==> config.mk <==
export PLATFORM = sky130hd
export DESIGN_NAME = genome_eval
export DESIGN_NICKNAME = d
export VERILOG_FILES = /design/src/rtl/genome_pkg.sv /design/src/rtl/genome_gene_store.sv /design/src/rtl/genome_outsel_store.sv /design/src/rtl/genome_node_alu.sv /design/src/rtl/genome_value_store.sv /design/src/rtl/genome_eval.sv
export SDC_FILE = /design/constraint.sdc
export NUM_CORES = 2
export LEC_CHECK = 0
export ABC_CLOCK_PERIOD_IN_PS = 9100
export BUFFER_PORTS_ARGS = -buffer_cell sky130_fd_sc_hd__buf_4
export CORE_UTILIZATION = 25
export CTS_BUF_LIST = sky130_fd_sc_hd__clkbuf_2 sky130_fd_sc_hd__clkbuf_4 sky130_fd_sc_hd__clkbuf_8
export CTS_CLUSTER_SIZE = 16
export DETAILED_ROUTE_END_ITERATION = 10
export PLACE_DENSITY = 0.42
export SYNTH_ARGS = -nofsm -noshare
export SYNTH_HDL_FRONTEND = slang
export SYNTH_SLANG_ARGS = --single-unit
export TNS_END_PERCENT = 50
==> constraint.sdc <==
create_clock -name clk -period 9.1 [get_ports clk]
set_input_delay 1.82 -clock clk [delete_from_list [all_inputs] [get_ports clk]]
set_output_delay 1.82 -clock clk [all_outputs]
set_load 0.02 [all_outputs]
==> src/rtl/genome_pkg.sv <==
`timescale 1ns/1ps
package genome_pkg;
  localparam int IDX_W = 7;
  localparam int FN_W  = 4;

  localparam logic [FN_W-1:0] FN_PASS = 4'd0;
  localparam logic [FN_W-1:0] FN_INV  = 4'd1;
  localparam logic [FN_W-1:0] FN_AND  = 4'd2;
  localparam logic [FN_W-1:0] FN_OR   = 4'd3;
  localparam logic [FN_W-1:0] FN_XOR  = 4'd4;
  localparam logic [FN_W-1:0] FN_NAND = 4'd5;
  localparam logic [FN_W-1:0] FN_NOR  = 4'd6;
  localparam logic [FN_W-1:0] FN_XNOR = 4'd7;
  localparam logic [FN_W-1:0] FN_ONE  = 4'd8;
  localparam logic [FN_W-1:0] FN_ZERO = 4'd9;

  typedef struct packed {
    logic [IDX_W-1:0] src_a;
    logic [IDX_W-1:0] src_b;
    logic [FN_W-1:0]  fn;
  } gene_t;

  typedef enum logic [1:0] {
    ST_IDLE   = 2'd0,
    ST_RUN    = 2'd1,
    ST_GATHER = 2'd2
  } eval_state_e;
endpackage

==> src/rtl/genome_gene_store.sv <==
`timescale 1ns/1ps
module genome_gene_store
  import genome_pkg::*;
#(
  parameter int NODES = 64,
  parameter int AW    = $clog2(NODES)
) (
  input  logic          clk,
  input  logic          rst_n,
  input  logic          we,
  input  logic [AW-1:0] waddr,
  input  gene_t         wdata,
  input  logic [AW-1:0] raddr,
  output gene_t         rdata
);
  gene_t mem [NODES];

  always_ff @(posedge clk or negedge rst_n) begin
    if (!rst_n) begin
      for (int i = 0; i < NODES; i++) mem[i] <= '0;
    end else if (we && (32'(waddr) < NODES)) begin
      mem[waddr] <= wdata;
    end
  end

  always_comb begin
    rdata = '0;
    if (32'(raddr) < NODES) rdata = mem[raddr];
  end
endmodule

==> src/rtl/genome_outsel_store.sv <==
`timescale 1ns/1ps
module genome_outsel_store
  import genome_pkg::*;
#(
  parameter int N_OUT = 16,
  parameter int AW    = $clog2(N_OUT)
) (
  input  logic                        clk,
  input  logic                        rst_n,
  input  logic                        we,
  input  logic [AW-1:0]               waddr,
  input  logic [IDX_W-1:0]            widx,
  output logic [N_OUT-1:0][IDX_W-1:0] sel
);
  always_ff @(posedge clk or negedge rst_n) begin
    if (!rst_n) begin
      sel <= '0;
    end else if (we && (32'(waddr) < N_OUT)) begin
      sel[waddr] <= widx;
    end
  end
endmodule

==> src/rtl/genome_node_alu.sv <==
`timescale 1ns/1ps
module genome_node_alu
  import genome_pkg::*;
(
  input  logic [FN_W-1:0]  fn,
  input  logic [IDX_W-1:0] src_a,
  input  logic [IDX_W-1:0] src_b,
  input  logic [IDX_W-1:0] own_idx,
  input  logic             a_bit,
  input  logic             b_bit,
  output logic             y,
  output logic             bad
);
  logic uses_a, uses_b, code_bad;

  always_comb begin
    uses_a   = (fn <= FN_XNOR);
    uses_b   = (fn >= FN_AND) && (fn <= FN_XNOR);
    code_bad = (fn > FN_ZERO);
    case (fn)
      FN_PASS: y = a_bit;
      FN_INV:  y = ~a_bit;
      FN_AND:  y = a_bit & b_bit;
      FN_OR:   y = a_bit | b_bit;
      FN_XOR:  y = a_bit ^ b_bit;
      FN_NAND: y = ~(a_bit & b_bit);
      FN_NOR:  y = ~(a_bit | b_bit);
      FN_XNOR: y = ~(a_bit ^ b_bit);
      FN_ONE:  y = 1'b1;
      default: y = 1'b0;
    endcase
    bad = code_bad
        | (uses_a && (src_a >= own_idx))
        | (uses_b && (src_b >= own_idx));
  end
endmodule

==> src/rtl/genome_value_store.sv <==
`timescale 1ns/1ps
module genome_value_store
  import genome_pkg::*;
#(
  parameter int N_IN  = 16,
  parameter int NODES = 64,
  parameter int N_OUT = 16
) (
  input  logic                        clk,
  input  logic                        rst_n,
  input  logic                        load,
  input  logic [N_IN-1:0]             in_bits,
  input  logic                        we,
  input  logic [IDX_W-1:0]            widx,
  input  logic                        wbit,
  input  logic [IDX_W-1:0]            ra,
  input  logic [IDX_W-1:0]            rb,
  output logic                        a_bit,
  output logic                        b_bit,
  input  logic [N_OUT-1:0][IDX_W-1:0] sel,
  output logic [N_OUT-1:0]            gathered
);
  localparam int BASE  = 2 + N_IN;
  localparam int TOTAL = BASE + NODES;

  logic [TOTAL-1:0] vals;

  function automatic logic rd(input logic [IDX_W-1:0] idx);
    if (idx == IDX_W'(0))          return 1'b0;
    else if (idx == IDX_W'(1))     return 1'b1;
    else if (32'(idx) < TOTAL)     return vals[idx];
    else                           return 1'b0;
  endfunction

  always_ff @(posedge clk or negedge rst_n) begin
    if (!rst_n) begin
      vals <= TOTAL'(2'b10);
    end else begin
      if (load) begin
        vals[1:0]      <= 2'b10;
        vals[BASE-1:2] <= in_bits;
      end
      if (we && (32'(widx) >= BASE) && (32'(widx) < TOTAL)) begin
        vals[widx] <= wbit;
      end
    end
  end

  assign a_bit = rd(ra);
  assign b_bit = rd(rb);

  for (genvar k = 0; k < N_OUT; k++) begin : g_gather
    assign gathered[k] = rd(sel[k]);
  end
endmodule

==> src/rtl/genome_eval.sv <==
`timescale 1ns/1ps
module genome_eval
  import genome_pkg::*;
#(
  parameter int A_W   = 8,
  parameter int B_W   = 8,
  parameter int NODES = 64,
  parameter int N_OUT = 16,
  localparam int NODE_AW = $clog2(NODES),
  localparam int CNT_W   = $clog2(NODES + 1),
  localparam int OUT_AW  = $clog2(N_OUT)
) (
  input  logic               clk,
  input  logic               rst_n,
  input  logic               gene_valid,
  output logic               gene_ready,
  input  logic [NODE_AW-1:0] gene_addr,
  input  logic [IDX_W-1:0]   gene_src_a,
  input  logic [IDX_W-1:0]   gene_src_b,
  input  logic [FN_W-1:0]    gene_fn,
  input  logic               osel_valid,
  output logic               osel_ready,
  input  logic [OUT_AW-1:0]  osel_addr,
  input  logic [IDX_W-1:0]   osel_idx,
  input  logic [CNT_W-1:0]   node_count,
  input  logic               start,
  input  logic [A_W-1:0]     opnd_a,
  input  logic [B_W-1:0]     opnd_b,
  output logic               done,
  output logic               err,
  output logic [N_OUT-1:0]   result
);
  localparam int N_IN  = A_W + B_W;
  localparam int BASE  = 2 + N_IN;
  localparam int TOTAL = BASE + NODES;

  if (TOTAL > (1 << IDX_W)) begin : g_idx_too_narrow
    $error("value space does not fit the index width");
  end

  eval_state_e             state_q;
  logic [CNT_W-1:0]        ptr_q;
  logic [CNT_W-1:0]        cnt_q;
  logic                    err_acc_q;
  logic                    done_q;
  logic                    err_q;
  logic [N_OUT-1:0]        result_q;

  logic                    idle;
  logic                    accept_start;
  logic                    oversize;
  logic                    last_node;
  logic                    node_we;
  gene_t                   gene_wdata;
  gene_t                   cur_gene;
  logic [IDX_W-1:0]        own_idx;
  logic                    a_bit, b_bit;
  logic                    node_y, node_bad;
  logic [N_OUT-1:0][IDX_W-1:0] sel;
  logic [N_OUT-1:0]        gathered;
  logic                    osel_bad;
  logic                    final_err;

  assign idle         = (state_q == ST_IDLE);
  assign accept_start = idle && start;
  assign oversize     = (32'(node_count) > NODES);
  assign last_node    = (ptr_q == cnt_q - 1'b1);
  assign node_we      = (state_q == ST_RUN);
  assign own_idx      = IDX_W'(BASE) + IDX_W'(ptr_q);
  assign gene_wdata   = '{src_a: gene_src_a, src_b: gene_src_b, fn: gene_fn};

  genome_gene_store #(.NODES(NODES), .AW(NODE_AW)) u_genes (
    .clk   (clk),
    .rst_n (rst_n),
    .we    (gene_valid && idle),
    .waddr (gene_addr),
    .wdata (gene_wdata),
    .raddr (ptr_q[NODE_AW-1:0]),
    .rdata (cur_gene)
  );

  genome_outsel_store #(.N_OUT(N_OUT), .AW(OUT_AW)) u_outsel (
    .clk   (clk),
    .rst_n (rst_n),
    .we    (osel_valid && idle),
    .waddr (osel_addr),
    .widx  (osel_idx),
    .sel   (sel)
  );

  genome_value_store #(.N_IN(N_IN), .NODES(NODES), .N_OUT(N_OUT)) u_vals (
    .clk      (clk),
    .rst_n    (rst_n),
    .load     (accept_start),
    .in_bits  ({opnd_b, opnd_a}),
    .we       (node_we),
    .widx     (own_idx),
    .wbit     (node_y),
    .ra       (cur_gene.src_a),
    .rb       (cur_gene.src_b),
    .a_bit    (a_bit),
    .b_bit    (b_bit),
    .sel      (sel),
    .gathered (gathered)
  );

  genome_node_alu u_alu (
    .fn      (cur_gene.fn),
    .src_a   (cur_gene.src_a),
    .src_b   (cur_gene.src_b),
    .own_idx (own_idx),
    .a_bit   (a_bit),
    .b_bit   (b_bit),
    .y       (node_y),
    .bad     (node_bad)
  );

  // an output entry is legal only below the first undefined node slot
  always_comb begin
    osel_bad = 1'b0;
    for (int k = 0; k < N_OUT; k++) begin
      if (32'(sel[k]) >= BASE + 32'(cnt_q)) osel_bad = 1'b1;
    end
  end

  assign final_err = err_acc_q | osel_bad;

  always_ff @(posedge clk or negedge rst_n) begin
    if (!rst_n) begin
      state_q   <= ST_IDLE;
      ptr_q     <= '0;
      cnt_q     <= '0;
      err_acc_q <= 1'b0;
      done_q    <= 1'b0;
      err_q     <= 1'b0;
      result_q  <= '0;
    end else begin
      done_q <= 1'b0;
      case (state_q)
        ST_IDLE: begin
          if (start) begin
            ptr_q     <= '0;
            cnt_q     <= node_count;
            err_acc_q <= oversize;
            state_q   <= (oversize || (node_count == '0)) ? ST_GATHER : ST_RUN;
          end
        end
        ST_RUN: begin
          err_acc_q <= err_acc_q | node_bad;
          ptr_q     <= ptr_q + 1'b1;
          if (last_node) state_q <= ST_GATHER;
        end
        ST_GATHER: begin
          done_q  <= 1'b1;
          err_q   <= final_err;
          if (!final_err) result_q <= gathered;
          state_q <= ST_IDLE;
        end
        default: state_q <= ST_IDLE;
      endcase
    end
  end

  assign gene_ready = idle;
  assign osel_ready = idle;
  assign done       = done_q;
  assign err        = err_q;
  assign result     = result_q;
endmodule

## Yosys cells after proc, flatten, opt, wreduce, memory -nomap -nowiden

Cells that the tools add are included.

- Register bits after elaboration: 1381
- Output and inout bits: 20
- Logic and storage cells: 501

- Reductions and logical operators: 38
- Add/subtract/negate cells: 4
- Multiplexer cells: 130
- Bitwise logic cells: 14
- Equality and inequality tests: 31
- Magnitude comparators: 67

Operators with widths:

| kind | number |
|---|---|
| bitwise mux 1152 bit | 1 |
| greater-or-equal comparator 7 x 32 -> 1 bit | 15 |
| less-than comparator 7 x 8 -> 1 bit, second input constant | 19 |
| logical NOT 7 bit | 19 |
| less-than comparator 7 bit, second input constant | 19 |
| binary-select mux 1 bit (select 7 bit) | 18 |
| == test 7 x 1 -> 1 bit, second input constant | 18 |
| bitwise mux 112 bit | 1 |
| binary-select mux 18 bit (select 6 bit) | 1 |
| demux 18 bit (select 6 bit) | 1 |
| 2-to-1 mux 1 bit | 91 |
| 2-to-1 mux 18 bit | 5 |
| bitwise mux 82 bit | 1 |
| demux 7 bit (select 4 bit) | 1 |
| == test 4 x 3 -> 1 bit, second input constant | 4 |
| greater-or-equal comparator 7 bit | 2 |
| greater-or-equal comparator 7 bit, second input constant | 2 |
| 2-to-1 mux 7 bit | 2 |
| NOT 6 -> 7 bit | 2 |
| case mux 7 bit (2 select lines) | 1 |
| logical AND 1 bit | 11 |
| case mux 1 bit (9 select lines) | 1 |
| adder 5 x 7 -> 8 bit, first input constant | 1 |
| == test 4 x 2 -> 1 bit, second input constant | 2 |
| other kinds (32) | 46 |

## Depth between registers and ports, before layout

- Depth after elaboration: 21
- Mapped depth: 33
- Depth with buffers taken out: 22

## Modules after synthesis

A second synthesis with hierarchy kept.

- Cell total of the unflattened synthesis: 5988
- Area, all modules: 79471.2 um2

Modules (own cells, without submodules):

| module | instances | area each (um2) | cells an instance |
|---|---|---|---|
| genome_gene_store | 1 | 52970.8 | 3392 |
| genome_value_store | 1 | 17589.4 | 1851 |
| genome_outsel_store | 1 | 4369.2 | 261 |
| genome_eval | 1 | 4075.2 | 423 |
| genome_node_alu | 1 | 466.7 | 61 |

## Worst setup path after synthesis

Ideal clock, no wire load.

- Kind: reg2reg
- Start point: register ptr_q[0]
- End point: register u_vals.vals[33]
- Cell stages (with the launch flop): 28
- Required time: 9.016 ns
- Setup time: 0.084 ns
- Clock period less this slack: 6.378 ns
- Data arrival time: 6.294 ns
- Path buffers: 9
- Setup slack: 2.722 ns
- Path through: dfrtp_1 buf_6 buf_6 buf_6 buf_6 buf_6 buf_4 mux4_2 mux4_2 nand2_1 a21oi_1 a21oi_1 buf_2 mux4_2 a32o_1 a21oi_1 a21boi_1 mux2i_1 a211oi_1 ha_1 and3_1 o22a_1 or4b_1 a22o_1 or3_1 buf_4 buf_6 a41oi_2

- Word-level cells in the longest chain between the ends: 13
- Elaborated cells between the ends (all ways): 48
- Those cells by class: 1 x add/sub; 6 x order compare; 10 x eq/ne; 17 x mux; 8 x bitwise; 6 x reduce/logical

Ends and longest elaborated chain:

| item | RTL line | source |
|---|---|---|
| start: declaration | genome_eval.sv:42 | `logic [CNT_W-1:0] ptr_q;` |
| start signal: assignment | genome_eval.sv:150 | `ptr_q <= ptr_q + 1'b1;` |
| NOT 6 -> 7 bit (not written as such) | genome_gene_store.sv:28 | `if (32'(raddr) < NODES) rdata = mem[raddr];` |
| binary-select mux 18 bit (select 6 bit) | genome_gene_store.sv:28 |  |
| 2-to-1 mux 18 bit (not written as such) (2 in a row) | genome_gene_store.sv:28 |  |
| binary-select mux 1 bit (select 7 bit) | genome_value_store.sv:31 | `else if (32'(idx) < TOTAL) return vals[idx];` |
| 2-to-1 mux 1 bit (not written as such) | genome_value_store.sv:31 |  |
| 2-to-1 mux 1 bit | genome_value_store.sv:31 |  |
| 2-to-1 mux 1 bit | genome_value_store.sv:30 | `else if (idx == IDX_W'(1)) return 1'b1;` |
| 2-to-1 mux 1 bit | genome_value_store.sv:29 | `if (idx == IDX_W'(0)) return 1'b0;` |
| XOR 1 bit, or another cell as far along | genome_node_alu.sv:25, genome_node_alu.sv:28 |  |
| NOT 1 bit, on equally long branches | genome_node_alu.sv:28, genome_node_alu.sv:26, genome_node_alu.sv:27 |  |
| case mux 1 bit (9 select lines) | genome_node_alu.sv:20 | `case (fn)` |
| bitwise mux 82 bit | genome_value_store.sv:44 | `vals[widx] <= wbit;` |
| end signal: assignment | genome_value_store.sv:37 | `vals <= TOTAL'(2'b10);` |
| end signal: indexed assignment | genome_value_store.sv:41 | `vals[BASE-1:2] <= in_bits;` |
| end signal: indexed assignment | genome_value_store.sv:44 |  |
| end: declaration | genome_value_store.sv:26 | `logic [TOTAL-1:0] vals;` |

Parallel ways exist; a longest one is shown, timed or not. The select of a mux whose other input is x is not followed.
A chain may end at the register's enable or synchronous reset.

## Worst setup path after layout

- Start point: register ptr_q[0]
- End point: register u_vals.vals[81]

The elaborated chain is that of the path after synthesis.

==> results.md <==
- Slew of the pin with the lowest slew margin: 1250 ps
- Largest net degree at the start of global routing: 154
- CTS Sinks: 1381
- # rows: 203
- Switch Pwr: 9.09 mW
- Max IR drop VDD: 0.228 mV
- Synthesized area per cell: 14.4 sq um
- Post-CTS Setup Bufs: 0
- Run status: completed
- Core box area: 307000 sq um
- Tot GR Track Use: 18.1%
- Cell Chain, Critical Path: buf_4 -> mux4_2 -> nand2_1 -> nand4_1 -> and3_1 -> nor2_4 -> inv_1 -> buf_4 -> or3_1 -> o21a_1 -> a311oi_1 -> a21oi_1 -> a31oi_1 -> nor2_1 -> ha_1 -> a2bb2oi_1 -> o22ai_1 -> o22a_1 -> or4b_1 -> a22o_1 -> or3_2 -> buf_4 -> a41oi_1
- Unrepaired setup endpoints after global routing: no
- Hold EP: u_genes.mem[98]$_DFFE_PN0P_
- Register bit total from synthesis: 1381
- LEAKAGE: 38.7 nW
- Top post-synthesis cells by count: dfrtp_1, mux2_2, mux4_2
- Netlist cell types: 71
- Die area: 312000 sq um
- Buffers on Ports: 82
- Yosys warnings: 0
- Worst Slack Setup Final: 1080 ps
- Hold Path Class: flop to flop
- Gate Count Post-Synth: 5368
- Fillers: 31200
- Critical path's top delay family: simple AND/OR/NAND/NOR gates
- Clk Latency, worst-skew pair: 970 ps
- Slew Limit Headroom: 16.8%
- CP max-delay cell: dfrtp_4
- First-pass GRT wire length: 408000 um
- Post-synth EDFFs: 0
- Post-route DRC: 0
- WP data arrival: 8810 ps
- Worst path most repeated cell: buf_4
- Max cap viols: 0
- Worst flop-to-flop path endpoint: u_vals.vals[81]$_DFFE_PN0P_
- Area Overhead vs Synth: 14.5%
- Hpwl dp: 171000 um
- Worst reg-to-reg path cell count: 23
- TritonRoute pass-1 iters: 6
- Final nets: 5555
- H-Tree Depth: 5
- CTS Root Cell: clkbuf_8
- DP Area: 82700 sq um
- CTS Buffer Depth: 4
- Endpoints failing setup: 0
- Clock transition at the registers of the reported paths: 60 ps
- WL final: 283000 um
- CTS Buf Count: 277
- # IOs: 83
- Dominant cell type by area after synthesis: dfrtp_1
- Startpoint of the worst hold path: u_genes.mem[98]$_DFFE_PN0P_
- Sw Ratio: 36.7%
- Hold Path Cell Cnt: 1
- Sequential cell fraction of total power: 35.4%
- Cell Area, Synth: 77300 sq um
- Setup CP Type: flop to flop
- Internal Pwr Total: 15.7 mW
- Syn Nets: 5538
- CP required: 9890 ps
- Max frequency: 0.125 GHz
- CTS Hold Bufs: 0
- Final Cell Area: 88500 sq um
- Area contributors post-synth: dfrtp_1, mux4_2, mux2_2
- Top-area cell type share of the netlist area: 44.7%
- 1st-iter DRT viols: 3671
- Vias: 50800
- Final Hold Viols: 0
- Slew Limit Fails: 0
- Placed Instances: 9206
- Die Width: 558 um
- Routed WL per cell: 29.3 um
- ANT nets after route: 0
- Logic gate share of total power: 37.4%
- Synth Flop Type: dfrtp_1
- Worst path max stage delay: 980 ps
- PD cells: 280 nW/um^2
- Post-Route Setup TNS: 0 ps
- Die Y: 558 um
- Post-route minimum period: 8020 ps
- Share of cells above drive strength 1: 51.9%
- Buf+Inv Stages, Crit Path: 4
- Initial antenna violation count: 16
- Final worst path period share: 88.1%
- CTS tree: done
- Vias in the first global route: 53200
- Clock skew: 88.6 ps
- Clock Power Share: 27.2%
- Gr ovfl total: 0
- Critical path origin: ptr_q[0]$_DFFE_PN0P_
- Post-CTS sizing: 0
- Launching point of the worst reg2reg path: ptr_q[0]$_DFFE_PN0P_
- Worst slack, placed: 1120 ps
- Non-filler cells, final: 9690
- Most frequent cell after synthesis: dfrtp_1
- Sequential-to-total area share from yosys stat: 44.7%
- CP max FO: 66
- Gp weighted congestion: 0.821
- Final Power: 24.8 mW
- R2r setup slk: 1080 ps
- Vias per cell: 5.24
- FFs w/ async S/R, synth: 100%
- Worst Setup End Kind: flop
- CP Launch Type: flop
- Starting Density: 25.2%
==> power by group through the flow <==
stage	combinational (mW)	clock, mW	sequential, mW
global route	9.96	7.24	8.91
detailed placement	9.32	0	8.84
CTS	9.34	6.98	8.74
finish	9.27	6.74	8.76
floorplan	6.89	0	8.08
global placement	9.20	0	8.81
==> layout by cell type (no fill, tap or decap), types with 18 or more instances in the layout <==
cell type,Yosys,final
nor2_1,94,82
o221ai_1,20,20
inv_1,56,56
mux2i_1,143,143
nor4_1,29,27
a41oi_2,40,40
nand3_1,27,26
o21ai_0,74,74
mux4_2,716,716
a22oi_1,19,18
nand2_1,223,218
buf_4,24,285
a21oi_1,174,173
nor2b_1,37,29
clkbuf_8,0,340
a21o_1,19,19
nor3_1,40,35
a41oi_1,27,27
nand2b_1,44,44
or3_1,22,21
dfrtp_1,1380,1375
mux2_2,1307,1307
o22ai_1,36,36
clkbuf_4,0,101
ha_1,107,107
==> how the worst max path moves through the flow <==
stage	cells past startpoint	slack, ps	end
3_5_place_dp	23	1120	u_vals.vals[81]$_DFFE_PN0P_
5_1_grt	23	640	u_vals.vals[17]$_DFF_PN0_
4_1_cts	23	1060	u_vals.vals[81]$_DFFE_PN0P_
6_report	23	1080	u_vals.vals[81]$_DFFE_PN0P_
2_1_floorplan	27	2720	u_vals.vals[33]$_DFFE_PN0P_
3_3_place_gp	23	960	u_vals.vals[16]$_DFF_PN0_
==> worst register-to-register path: cells and delay by family (launching register included) <==
| family | cells | cell delay (ps) |
|---|---|---|
| buffers and inverters | 4 | 1850 |
| AOI/OAI and AO/OA | 9 | 1930 |
| DFF | 1 | 980 |
| muxes | 1 | 610 |
| adders and majority gates | 1 | 360 |
| and+or+nand+nor | 8 | 2200 |
==> sequential cells by signal, indices dropped and copies added, names as in the netlist, 2 cells and up <==
register	flops
u_genes.mem	1152
u_outsel.sel	112
u_vals.vals	82
result	16
cnt_q	7
ptr_q	7
state_q	2
==> logic make-up (layout without fill, tap and decap cells) <==
family | Yosys count | count (layout) | synth area share [%]
multiplexers | 2167 | 2167 | 41.8
buffers and inverters | 626 | 837 | 3.48
other | 0 | 11 | 0
AO/OA/AOI/OAI | 505 | 505 | 4.66
AND/OR/NAND/NOR | 566 | 566 | 3.49
flip-flops | 1381 | 1381 | 44.7
XOR/XNOR | 16 | 16 | 0.181
adder cells (fa/ha/maj) | 107 | 107 | 1.73
==> area by class of cell <==
class / count / area [sq um] / area share (%)
sequential: 1381 / 34600 / 39.1
timing repair buffer: 303 / 2510 / 2.83
antenna: 11 / 27.5 / 0.0311
multi-input combinational: 3361 / 40300 / 45.5
clock buffer: 441 / 5440 / 6.14
inverter: 61 / 231 / 0.262
clock inverter: 32 / 294 / 0.332
tap: 4100 / 5130 / 5.80
==> metal layers <==
layer,part of all wire (%),routed length (um),GRT usage (%)
met5,0.051,144,0.0926
met4,3.5,9910,6.20
met3,5.9,16700,3.24
met2,47,135000,29.6
met1,43,122000,24.0
==> per-stage QoR <==
stage,utilization [%],hold WS (ps)
2_1_floorplan,-,474
3_3_place_gp,27.0,482
3_5_place_dp,27.0,487
4_1_cts,28.8,499
5_1_grt,28.8,506
6_report,28.8,497
(Power assumes the default switching activity.)
